[src/rtl/oets_pkg.sv]
package oets_pkg;
    typedef enum logic [1:0] {
        ST_IDLE    = 2'd0,
        ST_READ    = 2'd1,
        ST_COMPARE = 2'd2,
        ST_WRITE   = 2'd3
    } oets_state_e;
endpackage

[src/rtl/oets_cas.sv]
module oets_cas #(
    parameter int VW = 12,
    parameter int IW = 3
) (
    input  logic [VW-1:0] a_v,
    input  logic [IW-1:0] a_i,
    input  logic [VW-1:0] b_v,
    input  logic [IW-1:0] b_i,
    output logic [VW-1:0] lo_v,
    output logic [IW-1:0] lo_i,
    output logic [VW-1:0] hi_v,
    output logic [IW-1:0] hi_i
);
    // strict compare: equal keys never move, keeping the sort stable
    logic swap;
    assign swap = a_v > b_v;
    assign lo_v = swap ? b_v : a_v;
    assign lo_i = swap ? b_i : a_i;
    assign hi_v = swap ? a_v : b_v;
    assign hi_i = swap ? a_i : b_i;
endmodule

[src/rtl/oets_phase.sv]
module oets_phase #(
    parameter int N  = 8,
    parameter int VW = 12,
    parameter int IW = 3
) (
    input  logic          odd,
    input  logic [N*VW-1:0] in_v,
    input  logic [N*IW-1:0] in_i,
    output logic [N*VW-1:0] out_v,
    output logic [N*IW-1:0] out_i
);
    logic [VW-1:0] c_lo_v [N-1];
    logic [IW-1:0] c_lo_i [N-1];
    logic [VW-1:0] c_hi_v [N-1];
    logic [IW-1:0] c_hi_i [N-1];

    // one comparator per adjacent pair; the phase parity picks which are used
    for (genvar j = 0; j < N-1; j++) begin : g_pair
        oets_cas #(.VW(VW), .IW(IW)) u_cas (
            .a_v (in_v[j*VW +: VW]),
            .a_i (in_i[j*IW +: IW]),
            .b_v (in_v[(j+1)*VW +: VW]),
            .b_i (in_i[(j+1)*IW +: IW]),
            .lo_v(c_lo_v[j]),
            .lo_i(c_lo_i[j]),
            .hi_v(c_hi_v[j]),
            .hi_i(c_hi_i[j])
        );
    end

    for (genvar p = 0; p < N; p++) begin : g_pos
        if (p == 0) begin : g_first
            assign out_v[p*VW +: VW] = !odd ? c_lo_v[0] : in_v[p*VW +: VW];
            assign out_i[p*IW +: IW] = !odd ? c_lo_i[0] : in_i[p*IW +: IW];
        end else if (p == N-1) begin : g_last
            assign out_v[p*VW +: VW] = (odd == 1'((p-1) % 2)) ? c_hi_v[p-1] : in_v[p*VW +: VW];
            assign out_i[p*IW +: IW] = (odd == 1'((p-1) % 2)) ? c_hi_i[p-1] : in_i[p*IW +: IW];
        end else begin : g_mid
            assign out_v[p*VW +: VW] = (odd == 1'(p % 2)) ? c_lo_v[p] : c_hi_v[p-1];
            assign out_i[p*IW +: IW] = (odd == 1'(p % 2)) ? c_lo_i[p] : c_hi_i[p-1];
        end
    end
endmodule

[src/rtl/oets_sorter.sv]
module oets_sorter
    import oets_pkg::*;
#(
    parameter int N  = 8,
    parameter int VW = 12,
    localparam int IW = (N > 1) ? $clog2(N) : 1
) (
    input  logic            clk,
    input  logic            rst_n,
    input  logic            start,
    input  logic [N*VW-1:0] load_vals,
    output logic            busy,
    output logic            done,
    output logic [N*VW-1:0] sorted_val,
    output logic [N*IW-1:0] sorted_idx
);
    localparam int CW = (N > 1) ? $clog2(N) : 1;
    localparam int LW = $clog2(N + 3);

    oets_state_e st, nxt_st;
    logic [CW-1:0]   ph;
    logic [N*VW-1:0] arr_v, wrk_v, nxt_v;
    logic [N*IW-1:0] arr_i, wrk_i, nxt_i, init_i;

    for (genvar j = 0; j < N; j++) begin : g_init
        assign init_i[j*IW +: IW] = IW'(j);
    end

    oets_phase #(.N(N), .VW(VW), .IW(IW)) u_phase (
        .odd  (ph[0]),
        .in_v (wrk_v),
        .in_i (wrk_i),
        .out_v(nxt_v),
        .out_i(nxt_i)
    );

    // state register
    always_ff @(posedge clk or negedge rst_n) begin
        if (!rst_n) st <= ST_IDLE;
        else        st <= nxt_st;
    end

    always_comb begin
        nxt_st = st;
        unique case (st)
            ST_IDLE:    if (start) nxt_st = ST_READ;
            ST_READ:    nxt_st = ST_COMPARE;
            ST_COMPARE: if (ph == CW'(N-1)) nxt_st = ST_WRITE;
            ST_WRITE:   nxt_st = ST_IDLE;
        endcase
    end

    // datapath and outputs
    always_ff @(posedge clk or negedge rst_n) begin
        if (!rst_n) begin
            done  <= 1'b0;
            ph    <= '0;
            arr_v <= '0;
            arr_i <= '0;
            wrk_v <= '0;
            wrk_i <= '0;
        end else begin
            done <= 1'b0;
            unique case (st)
                ST_IDLE: if (start) begin
                    arr_v <= load_vals;
                    arr_i <= init_i;
                end
                ST_READ: begin
                    wrk_v <= arr_v;
                    wrk_i <= arr_i;
                    ph    <= '0;
                end
                ST_COMPARE: begin
                    wrk_v <= nxt_v;
                    wrk_i <= nxt_i;
                    ph    <= ph + 1'b1;
                end
                ST_WRITE: begin
                    arr_v <= wrk_v;
                    arr_i <= wrk_i;
                    done  <= 1'b1;
                end
            endcase
        end
    end

    assign busy       = (st != ST_IDLE);
    assign sorted_val = arr_v;
    assign sorted_idx = arr_i;

    // cycle counter used only by the latency check
    logic [LW-1:0] a_cnt;
    always_ff @(posedge clk or negedge rst_n) begin
        if (!rst_n)                     a_cnt <= '0;
        else if (st == ST_IDLE && start) a_cnt <= '0;
        else if (busy)                  a_cnt <= a_cnt + 1'b1;
    end

    a_r6_latency: assert property (@(posedge clk) disable iff (!rst_n)
        done |-> (a_cnt == LW'(N + 2)) && !busy);
    a_r6_pulse: assert property (@(posedge clk) disable iff (!rst_n)
        done |=> !done);
    a_r2_accept: assert property (@(posedge clk) disable iff (!rst_n)
        (!busy && start) |=> busy);
    a_r7_no_reload: assert property (@(posedge clk) disable iff (!rst_n)
        busy |=> ($stable(arr_v) || done));

    for (genvar j = 0; j < N-1; j++) begin : g_chk
        a_r3_order: assert property (@(posedge clk) disable iff (!rst_n)
            done |-> sorted_val[j*VW +: VW] <= sorted_val[(j+1)*VW +: VW]);
        a_r4_tie: assert property (@(posedge clk) disable iff (!rst_n)
            (done && sorted_val[j*VW +: VW] == sorted_val[(j+1)*VW +: VW])
            |-> sorted_idx[j*IW +: IW] < sorted_idx[(j+1)*IW +: IW]);
    end
endmodule

[config.mk]
export PLATFORM = sky130hd
export DESIGN_NAME = oets_sorter
export DESIGN_NICKNAME = d
export VERILOG_FILES = /design/src/rtl/oets_pkg.sv /design/src/rtl/oets_cas.sv /design/src/rtl/oets_phase.sv /design/src/rtl/oets_sorter.sv
export SDC_FILE = /design/constraint.sdc
export NUM_CORES = 1
export LEC_CHECK = 0
export BUFFER_PORTS_ARGS = -buffer_cell sky130_fd_sc_hd__buf_4
export CORE_MARGIN = 3
export CORE_UTILIZATION = 35
export CTS_CLUSTER_SIZE = 14
export DETAILED_ROUTE_END_ITERATION = 6
export GPL_ROUTABILITY_DRIVEN = 1
export GPL_TIMING_DRIVEN = 0
export PLACE_DENSITY = 0.63
export SLEW_MARGIN = 20
export SYNTH_ARGS = -nofsm -noshare
export SYNTH_HDL_FRONTEND = slang
export SYNTH_SLANG_ARGS = --single-unit
[constraint.sdc]
create_clock -name clk -period 2.2 [get_ports clk]
set_clock_uncertainty 0.1 [all_clocks]
set_input_delay 0.11 -clock clk [delete_from_list [all_inputs] [get_ports clk]]
set_output_delay 0.11 -clock clk [all_outputs]
set_load 0.05 [all_outputs]
==> reports/qor.yml, run 1 <==
antenna_cells: 0
start_kind: "flop"
nFillCells: 3437
setup_ws_ns: -0.246
area_growth_pct: 48.2
drc_errors: 0
rsz0062_at_grt: "true"
drv_slew: 0
finalHoldViolations: 0
layout.nets: 2153
syn_inst: 1466
io_buffers: 220
cp-end-kind: "flop"
top_level_ports: 221
rows: 73
grt_use_met2_pct: 41.8
synth_top_area_cell: "dfrtp_1"
synth_cell_type_count: 40
ys.flop_type: "dfrtp_1"
cts_root_buf: "clkbuf_16"
cts_made_buffers: 29
min_period_over_period_pct: 111
start_util_pct: 35.7
final_common_cell: "buf_4"
synth.yosys.warnings: 0
min_period_ns: 2.45
grt_max_degree: 95
max_freq_mhz: 409
cts_sinks: 246
routed_wirelength_mm: 57.0
place_congestion: 0.922
stdcell_area_um2: 21200
die_height_um: 208
grt_overflow: 0
grt_pass1_wl_mm: 86.1
initialDrtViolationCount: 1340
syn_nets: 1654
num_vias: 14100
status: "finished, violations left"
dieArea_um2: 43300
ant_nets: 0
drive_gt1_share_pct: 35.0
vias_per_cell: 5.60
worstMarginPinSlew_ns: 0.882
cts_buffer_depth: 3
ys_seq_area_share_pct: 43.0
htreeDepth: 1
drv_cap: 0
slew_headroom_pct: 41.2
synth_edf_count: 0
dpl-instance-area_um2: 16700
hpwl_mm: 39.7
rr_startpoint: "wrk_v[61]"
grt_pass1_vias: 14200
cts_tree: "built"
hold_slack_ns: 0.0129
clk_pin_slew_ns: 0.06
drt_first_pass_iters: 5
regToRegSetupSlack_ns: -0.25
async_reset_ff_share_pct: 100
utilization_pct: 52.9
required_ns: 2.54
min_path_type: "primary input to asynchronous set/reset pin"
clock_latency_ns: 0.56
final_cell_mix: "buf_4 (331), dfrtp_1 (202), mux2i_1 (190), nand2_1 (183), o21ai_0 (176)"
grt_use_met1_pct: 33.8
violations: "negative setup slack"
crit_type: "flop to flop"
grt_util_all_layers_pct: 25.2
coreArea_um2: 40100
synthesis.area_um2: 14300
antenna_found_initial: 0
r2r_cells: 9
finalSetupViolCount: 120
worstPathArrival_ns: 2.78
synthTopCellsByArea: "dfrtp_1 (43%), mux2i_1 (14%), ha_1 (7.8%)"
grtUsageMet3_pct: 3.89
avgRoutedWirePerCell_um: 22.7
reg2reg_to: "wrk_i[15]"
busiest_layer: "met2"
syn_area_per_cell_um2: 9.76
synth_top_area_share_pct: 43.0
crit_fanout: 6
die_w_um: 208
synth-seq-cells: 246
==> critical path, stage by stage, from the launching register on <==
cell	delay [ns]
dfrtp_1	0.41
buf_6	0.14
ha_4	0.25
nor2b_4	0.12
o211ai_1	0.12
a211o_1	0.35
a21oi_4	0.17
o32a_1	0.18
buf_6	0.18
mux2_4	0.32
==> state kept, by name, indices dropped and copies added (netlist names) <==
| signal | cells |
|---|---|
| done | 1 |
| ph | 3 |
| sorted_idx | 24 |
| sorted_val | 96 |
| st | 2 |
| wrk_i | 24 |
| wrk_v | 96 |
==> stage by stage <==
step / TNS (ns) / instances / setup WS [ns]
floorplan: -0.118 / 1466 / -0.0118
global placement: -487.73 / 2211 / -1.33
detailed placement: -194.66 / 2213 / -1.34
CTS: -11.98 / 2492 / -0.199
global route: -25.07 / 2509 / -0.314
finish: -16.40 / 2509 / -0.246
==> worst max-delay path by stage <==
stage / startpoint / to / slack [ns] / cells past startpoint
floorplan: wrk_v[13] / wrk_v[10] / -0.01 / 9
CTS: wrk_v[61] / wrk_i[16] / -0.20 / 9
detailed placement: st[0] / sorted_val[33] / -1.34 / 8
finish: wrk_v[61] / wrk_i[15] / -0.25 / 9
global placement: st[0] / sorted_val[35] / -1.33 / 8
global route: wrk_v[61] / wrk_v[68] / -0.31 / 10
==> logic make-up after synthesis <==
group	after synthesis	synth area share, %
AO/OA/AOI/OAI	396	18.4
buffers and inverters	204	5.83
adder cells (fa/ha/maj)	89	7.78
multiplexers	215	15.2
flip-flops	246	43.0
AND/OR/NAND/NOR	316	9.78
==> final cells by class <==
type	instances	area, µm²	share of cell area (%)
plain buffers	98	616	2.90
inverters	105	402	1.89
multi-input cells	1016	8250	38.9
repair buffers	469	4120	19.4
flip-flops and latches	246	6210	29.3
clock buffers	42	845	3.98
clock inverters	8	98.8	0.466
well taps	525	657	3.10
==> cells in the mapped netlist, types with 3 or more instances <==
| cell type | count |
|---|---|
| a211o_1 | 4 |
| a211oi_1 | 3 |
| a21oi_1 | 55 |
| a221oi_1 | 5 |
| a221oi_2 | 20 |
| a22o_1 | 12 |
| and3_1 | 24 |
| buf_1 | 7 |
| buf_2 | 19 |
| buf_4 | 6 |
| buf_6 | 3 |
| clkbuf_1 | 64 |
| dfrtp_1 | 246 |
| ha_1 | 89 |
| inv_1 | 105 |
| mux2_2 | 20 |
| mux2i_1 | 195 |
| nand2_1 | 185 |
| nand2b_1 | 13 |
| nand3_1 | 8 |
| nand4_1 | 21 |
| nor2_1 | 28 |
| nor2b_1 | 7 |
| nor3_1 | 28 |
| o211ai_1 | 76 |
| o21ai_0 | 182 |
| o21ai_2 | 3 |
| o22a_1 | 13 |
| o22ai_1 | 7 |
==> metal layers <==
metal  up-vias  routed length (µm)
met3       129                4060
met4         0                2140
met5         -                   0
met1      7009               24100
met2       640               26800
li1       6277                   -
==> timing repair <==
| item | 4_1_cts | 5_1_grt |
|---|---|---|
| hold buffers | 98 | 0 |
| gates cloned | 7 | 1 |
| setup endpoints to repair | 242 | 229 |
| gates resized for setup | 250 | 91 |
| buffers inserted | 125 | 20 |
| pin swaps | 59 | 28 |
| endpoints found under the hold margin | 344 | 0 |
Power of run 1 is left out: the tool's default activity adds up to more than one toggle a clock period on the data nets, which glitch-free logic cannot reach.
==> inputs of run 2 (changes only) <==
==> constraint.sdc (replaced) <==
create_clock -name clk -period 2.2 [get_ports clk]
set_clock_uncertainty 0.1 [all_clocks]
set_input_delay 0.44 -clock clk [delete_from_list [all_inputs] [get_ports clk]]
set_output_delay 0.44 -clock clk [all_outputs]
set_load 0.05 [all_outputs]
==> run 2 against run 1 <==
Sequential cell count did not move. Register-to-register slack is essentially flat. Sequential share of layout area grew 1.4 points. Largest cell class unchanged. Hold slack gained 0.053 ns. Core utilization down 2.4 points. Final cell count down 3.8%. Global-route usage is 0.44 points lower. The flow still finishes with violations (negative setup slack). Critical endpoint unchanged. Worst setup slack got worse by 0.0055 ns. First-iteration DRC count up 1.1%.
==> reports/qor.yml, run 2 (synthesized netlist as in run 1, its figures left out) <==
antenna_found_initial: 0
cp_slowest_stage_delay_ns: 0.41
top_level_ports: 221
grt_pass1_vias: 13800
clk_pin_slew_ns: 0.06
worstPathArrival_ns: 2.79
min_path_type: "primary input to flop"
die_height_um: 208
stdcell_area_um2: 20200
rsz0062_at_grt: "true"
crit_type: "flop to flop"
largest_registers: "sorted_val: 96 flops, wrk_v: 96 flops"
cts_buffer_depth: 3
area_growth_pct: 41.5
dieArea_um2: 43300
start_kind: "flop"
rows: 73
grt_util_all_layers_pct: 24.8
num_vias: 13700
slew_headroom_pct: 54.9
drive_gt1_share_pct: 36.9
io_buffers: 220
max_freq_mhz: 408
drc_errors: 0
dpl-instance-area_um2: 16700
layout.nets: 2057
cp_slowest_cell: "dfrtp_1"
grt_pass1_wl_mm: 84.3
vias_per_cell: 5.68
cts_sinks: 246
ant_nets: 0
required_ns: 2.54
initialDrtViolationCount: 1355
finalSetupViolCount: 120
clock_latency_ns: 0.56
grt_max_degree: 95
routed_wirelength_mm: 56.1
setup_ws_ns: -0.251
min_period_over_period_pct: 111
drv_slew: 0
antenna_cells: 0
place_congestion: 0.922
status: "finished, violations left"
dr.max_layer_used: "met4"
coreArea_um2: 40100
finalHoldViolations: 0
htreeDepth: 1
cp-end-kind: "flop"
hpwl_mm: 39.7
worstMarginPinSlew_ns: 0.677
final_cell_mix: "buf_4 (331), dfrtp_1 (202), mux2i_1 (190), nand2_1 (183), o21ai_0 (176)"
wl_met3_mm: 4.19
min_period_ns: 2.45
grt_overflow: 0
violations: "negative setup slack"
met1_length_mm: 23.6
pre_cts_slack_ns: -1.34
die_w_um: 208
crit_fanout: 6
dr_wl_met2_mm: 26.2
cts_root_buf: "clkbuf_16"
cts_made_buffers: 29
drt_first_pass_iters: 5
crit_chain: "buf_6 -> ha_4 -> nor2b_4 -> o211ai_1 -> a211o_1 -> a21oi_4 -> o32a_1 -> buf_6 -> mux2_4"
cts_tree: "built"
cpMostUsedCell: "buf_6"
start_util_pct: 35.7
avgRoutedWirePerCell_um: 23.3
final_common_cell: "buf_4"
drv_cap: 0
-- run 2: changes by cell type in the layout (fill, tap and decap cells not counted), sizes merged --
cell / change
clkbuf: +1
dlygate4sd3: -97
-- run 2: worst paths after layout --
| path | slack (ns) | cells past startpoint | end | startpoint |
|---|---|---|---|---|
| setup / recovery | -0.25 | 9 | wrk_i[15] | wrk_v[61] |
| hold / removal | 0.07 | 3 | sorted_val[24] | load_vals[24] |
| setup reg to reg | -0.25 | 9 | wrk_i[15] | wrk_v[61] |
| hold reg to reg | 0.41 | 2 | sorted_val[83] | sorted_val[83] |
| max in group asynchronous | 0.74 | 3 | wrk_v[30] | rst_n |
| min in group asynchronous | 0.34 | 2 | sorted_val[87] | rst_n |
-- run 2: final cells by class --
type / instances / area [µm²]
sequential: 246 / 6210
buffer: 99 / 617
clock buffer: 42 / 845
tap: 525 / 657
clock inverter: 8 / 98.8
inverter: 105 / 402
timing repair buffer: 372 / 3150
fill: 3507 / 19900
multi-input combinational: 1016 / 8260
-- run 2: timing repair --
item,in CTS,in global routing
gates resized for setup,254,88
pin swaps,59,29
hold buffers,1,0
cloned,7,1
setup buffers,125,20
hold endpoints to repair,62,0
endpoints found under the setup margin,242,218
-- run 2: metal layers --
metal  global-route usage (%)  vias to the layer above
met1                     33.4                     6847
met4                     8.67                        0
met3                     4.07                      136
met2                     40.6                      642
li1                         -                     6092
met5                        0                        -
-- run 2: critical path, delay by kind of cell, from the launching register on --
family / cells / cell delay [ns]
AOI/OAI and AO/OA: 4 / 0.82
DFF: 1 / 0.41
buffers and inverters: 2 / 0.33
muxes: 1 / 0.32
adders and majority gates: 1 / 0.25
and+or+nand+nor: 1 / 0.12
-- run 2: through the flow --
| step | utilization, % | std cells | hold WS [ns] | TNS [ns] |
|---|---|---|---|---|
| floorplan | - | 1466 | 0.0444 | -0.118 |
| detailed placement | 41.6 | 2213 | 0.341 | -194.66 |
| global route | 50.5 | 2413 | 0.0829 | -25.07 |
| CTS | 49.4 | 2396 | 0.0575 | -11.98 |
| finish | 50.5 | 2413 | 0.0656 | -17.44 |
| global placement | 41.5 | 2211 | 0.396 | -568.91 |
Power of run 2 is left out for the same reason.
